**config.mk**
```make
export PLATFORM = sky130hd
export DESIGN_NAME = intc_ff_top
export DESIGN_NICKNAME = d
export VERILOG_FILES = /design/src/rtl/intc_ff_pkg.sv /design/src/rtl/intc_ff_sync.sv /design/src/rtl/intc_ff_regs.sv /design/src/rtl/intc_ff_route.sv /design/src/rtl/intc_ff_top.sv
export SDC_FILE = /design/constraint.sdc
export NUM_CORES = 1
export LEC_CHECK = 0
export CAP_MARGIN = 30
export CELL_PAD_IN_SITES_DETAIL_PLACEMENT = 0
export CELL_PAD_IN_SITES_GLOBAL_PLACEMENT = 1
export CORE_MARGIN = 2
export CORE_UTILIZATION = 30
export DETAILED_ROUTE_END_ITERATION = 12
export PLACE_DENSITY = 0.67
export SETUP_SLACK_MARGIN = 0.15
export SYNTH_ARGS = -nofsm -noshare
export SYNTH_HDL_FRONTEND = slang
export SYNTH_HIERARCHICAL = 1
export SYNTH_SLANG_ARGS = --single-unit
```
**constraint.sdc**
```tcl
create_clock -name clk -period 3.4 [get_ports clk]
set_input_delay 0.68 -clock clk [delete_from_list [all_inputs] [get_ports clk]]
set_output_delay 0.68 -clock clk [all_outputs]
set_load 0.01 [all_outputs]
```
**src/rtl/intc_ff_pkg.sv**
```systemverilog
package intc_ff_pkg;
  localparam int ADDR_W = 3;
  localparam logic [ADDR_W-1:0] A_MODE  = 3'd0;
  localparam logic [ADDR_W-1:0] A_FSET  = 3'd1;
  localparam logic [ADDR_W-1:0] A_FCLR  = 3'd2;
  localparam logic [ADDR_W-1:0] A_FSTAT = 3'd3;
  localparam logic [ADDR_W-1:0] A_FVEC  = 3'd4;
  localparam logic [ADDR_W-1:0] A_NVEC  = 3'd5;
endpackage

```
**src/rtl/intc_ff_sync.sv**
```systemverilog
module intc_ff_sync #(
  parameter int N = 8
) (
  input  logic         clk,
  input  logic         rst_n,
  input  logic [N-1:0] raw,
  output logic [N-1:0] lvl,
  output logic [N-1:0] rise
);
  for (genvar b = 0; b < N; b++) begin : g_bit
    logic s1, s2, s3;
    always_ff @(posedge clk or negedge rst_n) begin
      if (!rst_n) begin
        s1 <= 1'b0;
        s2 <= 1'b0;
        s3 <= 1'b0;
      end else begin
        s1 <= raw[b];
        s2 <= s1;
        s3 <= s2;
      end
    end
    assign lvl[b]  = s2;
    assign rise[b] = s2 & ~s3;
  end
endmodule

```
**src/rtl/intc_ff_regs.sv**
```systemverilog
module intc_ff_regs
  import intc_ff_pkg::*;
#(
  parameter int N  = 8,
  parameter int IW = 3
) (
  input  logic              clk,
  input  logic              rst_n,
  input  logic              bus_valid,
  input  logic              bus_write,
  input  logic [ADDR_W-1:0] bus_addr,
  input  logic [N-1:0]      bus_wdata,
  input  logic [N-1:0]      fast_cause,
  input  logic              nvec_found,
  input  logic [IW-1:0]     nvec_idx,
  output logic [N-1:0]      mode_q,
  output logic [N-1:0]      force_q,
  output logic [N-1:0]      bus_rdata,
  output logic              bus_rvalid,
  output logic              fast_ack,
  output logic              norm_ack
);
  logic wr, rd;
  logic [N-1:0] rd_mux, nvec_word;

  assign wr       = bus_valid & bus_write;
  assign rd       = bus_valid & ~bus_write;
  assign fast_ack = rd & (bus_addr == A_FVEC);
  assign norm_ack = rd & (bus_addr == A_NVEC);

  always_comb begin
    nvec_word = '0;
    nvec_word[IW] = nvec_found;
    nvec_word[IW-1:0] = nvec_idx;
    case (bus_addr)
      A_MODE:  rd_mux = mode_q;
      A_FSTAT: rd_mux = force_q;
      A_FVEC:  rd_mux = fast_cause;
      A_NVEC:  rd_mux = nvec_word;
      default: rd_mux = '0;
    endcase
  end

  always_ff @(posedge clk or negedge rst_n) begin
    if (!rst_n) begin
      mode_q     <= '0;
      force_q    <= '0;
      bus_rdata  <= '0;
      bus_rvalid <= 1'b0;
    end else begin
      bus_rvalid <= rd;
      if (rd) bus_rdata <= rd_mux;
      if (wr && bus_addr == A_MODE) mode_q <= bus_wdata;
      if (wr && bus_addr == A_FSET) force_q <= force_q | bus_wdata;
      if (wr && bus_addr == A_FCLR) force_q <= force_q & ~bus_wdata;
    end
  end
endmodule

```
**src/rtl/intc_ff_route.sv**
```systemverilog
module intc_ff_route #(
  parameter int N  = 8,
  parameter int IW = 3
) (
  input  logic          clk,
  input  logic          rst_n,
  input  logic [N-1:0]  lvl,
  input  logic [N-1:0]  rise,
  input  logic [N-1:0]  mode_q,
  input  logic [N-1:0]  force_q,
  input  logic          fast_ack,
  input  logic          norm_ack,
  output logic [N-1:0]  pend,
  output logic [N-1:0]  fast_mask,
  output logic [N-1:0]  fast_cause,
  output logic          nvec_found,
  output logic [IW-1:0] nvec_idx,
  output logic          fiq_n,
  output logic          irq
);
  logic [N-1:0] edge_q, norm_pend;

  always_comb begin
    fast_mask    = force_q;
    fast_mask[0] = 1'b1;
  end

  for (genvar b = 0; b < N; b++) begin : g_src
    logic clr;
    assign clr = (fast_ack & fast_mask[b]) |
                 (norm_ack & nvec_found & (nvec_idx == IW'(b)));
    always_ff @(posedge clk or negedge rst_n) begin
      if (!rst_n)                  edge_q[b] <= 1'b0;
      else if (!mode_q[b])         edge_q[b] <= 1'b0;
      else if (rise[b])            edge_q[b] <= 1'b1;
      else if (clr)                edge_q[b] <= 1'b0;
    end
    assign pend[b] = mode_q[b] ? edge_q[b] : lvl[b];
  end

  assign fast_cause = pend & fast_mask;
  assign norm_pend  = pend & ~fast_mask;

  always_comb begin
    nvec_found = 1'b0;
    nvec_idx   = '0;
    for (int i = 0; i < N; i++) begin
      if (norm_pend[i]) begin
        nvec_found = 1'b1;
        nvec_idx   = IW'(i);
      end
    end
  end

  always_ff @(posedge clk or negedge rst_n) begin
    if (!rst_n) begin
      fiq_n <= 1'b1;
      irq   <= 1'b0;
    end else begin
      fiq_n <= ~(|fast_cause);
      irq   <= |norm_pend;
    end
  end
endmodule

```
**src/rtl/intc_ff_top.sv**
```systemverilog
module intc_ff_top
  import intc_ff_pkg::*;
#(
  parameter int NSRC = 8
) (
  input  logic              clk,
  input  logic              rst_n,
  input  logic [NSRC-1:0]   irq_in,
  input  logic              bus_valid,
  input  logic              bus_write,
  input  logic [ADDR_W-1:0] bus_addr,
  input  logic [NSRC-1:0]   bus_wdata,
  output logic [NSRC-1:0]   bus_rdata,
  output logic              bus_rvalid,
  output logic              irq,
  output logic              fiq_n
);
  localparam int IW = (NSRC > 1) ? $clog2(NSRC) : 1;

  logic [NSRC-1:0] lvl, rise, mode_q, force_q, pend_vec, fast_mask, fast_cause;
  logic            fast_ack, norm_ack, nvec_found;
  logic [IW-1:0]   nvec_idx;

  intc_ff_sync #(.N(NSRC)) u_sync (
    .clk(clk), .rst_n(rst_n), .raw(irq_in), .lvl(lvl), .rise(rise)
  );

  intc_ff_regs #(.N(NSRC), .IW(IW)) u_regs (
    .clk(clk), .rst_n(rst_n),
    .bus_valid(bus_valid), .bus_write(bus_write), .bus_addr(bus_addr),
    .bus_wdata(bus_wdata), .fast_cause(fast_cause),
    .nvec_found(nvec_found), .nvec_idx(nvec_idx),
    .mode_q(mode_q), .force_q(force_q),
    .bus_rdata(bus_rdata), .bus_rvalid(bus_rvalid),
    .fast_ack(fast_ack), .norm_ack(norm_ack)
  );

  intc_ff_route #(.N(NSRC), .IW(IW)) u_route (
    .clk(clk), .rst_n(rst_n), .lvl(lvl), .rise(rise),
    .mode_q(mode_q), .force_q(force_q),
    .fast_ack(fast_ack), .norm_ack(norm_ack),
    .pend(pend_vec), .fast_mask(fast_mask), .fast_cause(fast_cause),
    .nvec_found(nvec_found), .nvec_idx(nvec_idx),
    .fiq_n(fiq_n), .irq(irq)
  );
endmodule

```
==> flow_metrics.py <==
metrics = {
    "status": {
        "status": "completed",
    },
    "critical_path": {
        "path_buf_inv": 1,
        "crit_chain": "clkdlybuf4s50_1 > nor2b_1 > and3_1 > nor3b_1 > a21oi_1",
        "cp_slowest_cell": "clkdlybuf4s50_1",
        "cp.required_ns": 3.59,
        "cp-start-kind": "primary input",
        "path_delay_family": "simple AND/OR/NAND/NOR gates",
        "worstPathMaxFanout": 14,
        "max_stage_delay_ns": 0.80,
        "critical_path_class": "in2reg",
        "end_kind": "flop",
        "critical_path_arrival_ns": 2.68,
    },
    "sta": {
        "setup_violations": 0,
        "worst_pin_slew_ns": 0.554,
        "final_hold_viol_count": 0,
        "fmax_mhz": 403,
        "slew_violations": 0,
        "post-route-period-util": 0.730,
        "whs_ns": 0.329,
        "fin_crit_ns": 2.48,
        "rsz0062_at_grt": "false",
        "skew_ns": 0.00984,
        "setup_tns_ns": 0,
        "max_slew_margin": 0.629,
    },
    "grt": {
        "grt_first_pass_wirelength_um": 10500,
        "overflow": 0,
        "grt_util_all_layers": 0.138,
        "antenna_found_initial": 0,
        "grt_max_degree": 27,
        "grt_pass1_vias": 2001,
    },
    "placed_design": {
        "routabilityCongestion": 0.811,
        "portBuffers": 33,
        "dp_hpwl_um": 4420,
    },
    "clock_network": {
        "cts-buffers-inserted": 9,
        "postCtsSetupBuffers": 0,
        "clkSlewWorstSetupHoldPaths_ns": 0.07,
        "clk_latency_ns": 0.34,
        "cts_root_buffer": "clkbuf_8",
        "clk_path_buf_depth": 2,
        "clock-sinks": 59,
        "postCtsResizedCells": 0,
        "holdBufCountCts": 0,
        "htreeDepth": 3,
        "cts_tree": "done",
    },
    "die": {
        "coreArea_um2": 9110,
        "die_y_um": 100,
        "dieArea_um2": 10100,
        "rows": 35,
        "die_w_um": 100,
        "initial_core_util": 0.305,
        "io_pins": 34,
    },
    "layout": {
        "fin_nets": 297,
        "final_common_cell": "dfrtp_1",
        "num_antenna_cells": 0,
        "layout_common_cells": "dfrtp_1, clkdlybuf4s50_1, a21oi_1",
        "drive_gt1_frac": 0.197,
        "area_delta_synth_final_pct": 21.0,
    },
    "logic_synthesis": {
        "syn_avg_cell_area_um2": 11.7,
        "yosysWarnings": 6,
        "syn_inst": 238,
        "synthesis.area_um2": 2780,
        "synth_nets": 261,
    },
    "pwr": {
        "vdd_ir_drop_max_mv": 0.168,
        "power.leakage_nw": 1.41,
        "power_per_cell_area_nw_per_um2": 540,
    },
    "detailed_routing": {
        "drtIter0Drc": 75,
        "wirelength_um": 6230,
        "first_pass_iters": 4,
        "routedWlPerCell_um": 16.0,
        "vias": 1982,
        "routed_via_density": 5.08,
        "drc": 0,
        "antenna_left": 0,
    },
    "hold_path": {
        "min_path_type": "in2async",
    },
    "job": {
        "cap_violations": 0,
    },
}
[final cells by class]
cell class	count	area [um2]
clock buffer	14	163
timing repair buffer	42	393
inverter	5	18.8
tap	111	139
sequential	59	1480
clock inverter	2	10.0
fill	934	5740
multi-input combinational	157	1160
[metal layers]
layer  track usage  wire length (um)  vias up
met3        0.0362               279       10
met5             0                 0        -
li1              -                 -      933
met4        0.0601               114        0
met1         0.193              3090      984
met2         0.202              2750       55
[per-stage QoR]
step | power, mW | worst slack (ns) | instances | utilization | cell area [um2]
finish | 1.82 | 0.918 | 390 | 0.369 | 3360
global route | 1.93 | 0.708 | 390 | 0.369 | 3360
CTS | 1.84 | 0.932 | 390 | 0.369 | 3360
detailed placement | 1.27 | 0.585 | 374 | 0.350 | 3190
global placement | 1.27 | 0.655 | 374 | 0.350 | 3190
floorplan | 1.12 | 1.41 | 238 | - | 2780
[report_power, final]
group / leakage [nW] / internal, mW / switching (mW)
clock: 0.0905 / 0.303 / 0.257
sequential: 0.722 / 0.795 / 0.0881
combinational: 0.598 / 0.198 / 0.178
total: 1.41 / 1.30 / 0.523
[worst paths after layout]
| check | startpoint | endpoint | slack, ns | cells after the start |
|---|---|---|---|---|
| setup / recovery | bus_addr[2] | u_route/edge_q[3]$_DFFE_PN0P_ | 0.92 | 5 |
| hold / removal | rst_n | u_route/edge_q[5]$_DFFE_PN0P_ | 0.33 | 1 |
| setup reg to reg | u_regs/mode_q[5]$_DFFE_PN0P_ | u_regs/bus_rdata[3]$_DFFE_PN0N_ | 0.95 | 7 |
| hold reg to reg | u_sync/g_bit[6].s1$_DFF_PN0_ | u_sync/g_bit[6].s2$_DFF_PN0_ | 0.35 | 0 |
| max in group asynchronous | rst_n | u_route/fiq_n$_DFF_PN1_ | 2.37 | 2 |
| min in group clk | u_sync/g_bit[6].s1$_DFF_PN0_ | u_sync/g_bit[6].s2$_DFF_PN0_ | 0.35 | 0 |
[worst register-to-register path: stages (launching register included)]
cell and delay [ns]:
dfrtp_1 0.41, mux2i_1 0.42, o22ai_1 0.22, nor3_1 0.42, nand3_1 0.15, mux2_2 0.29, a211oi_1 0.31, o31ai_1 0.11
Power figures use the tool's default switching activity.
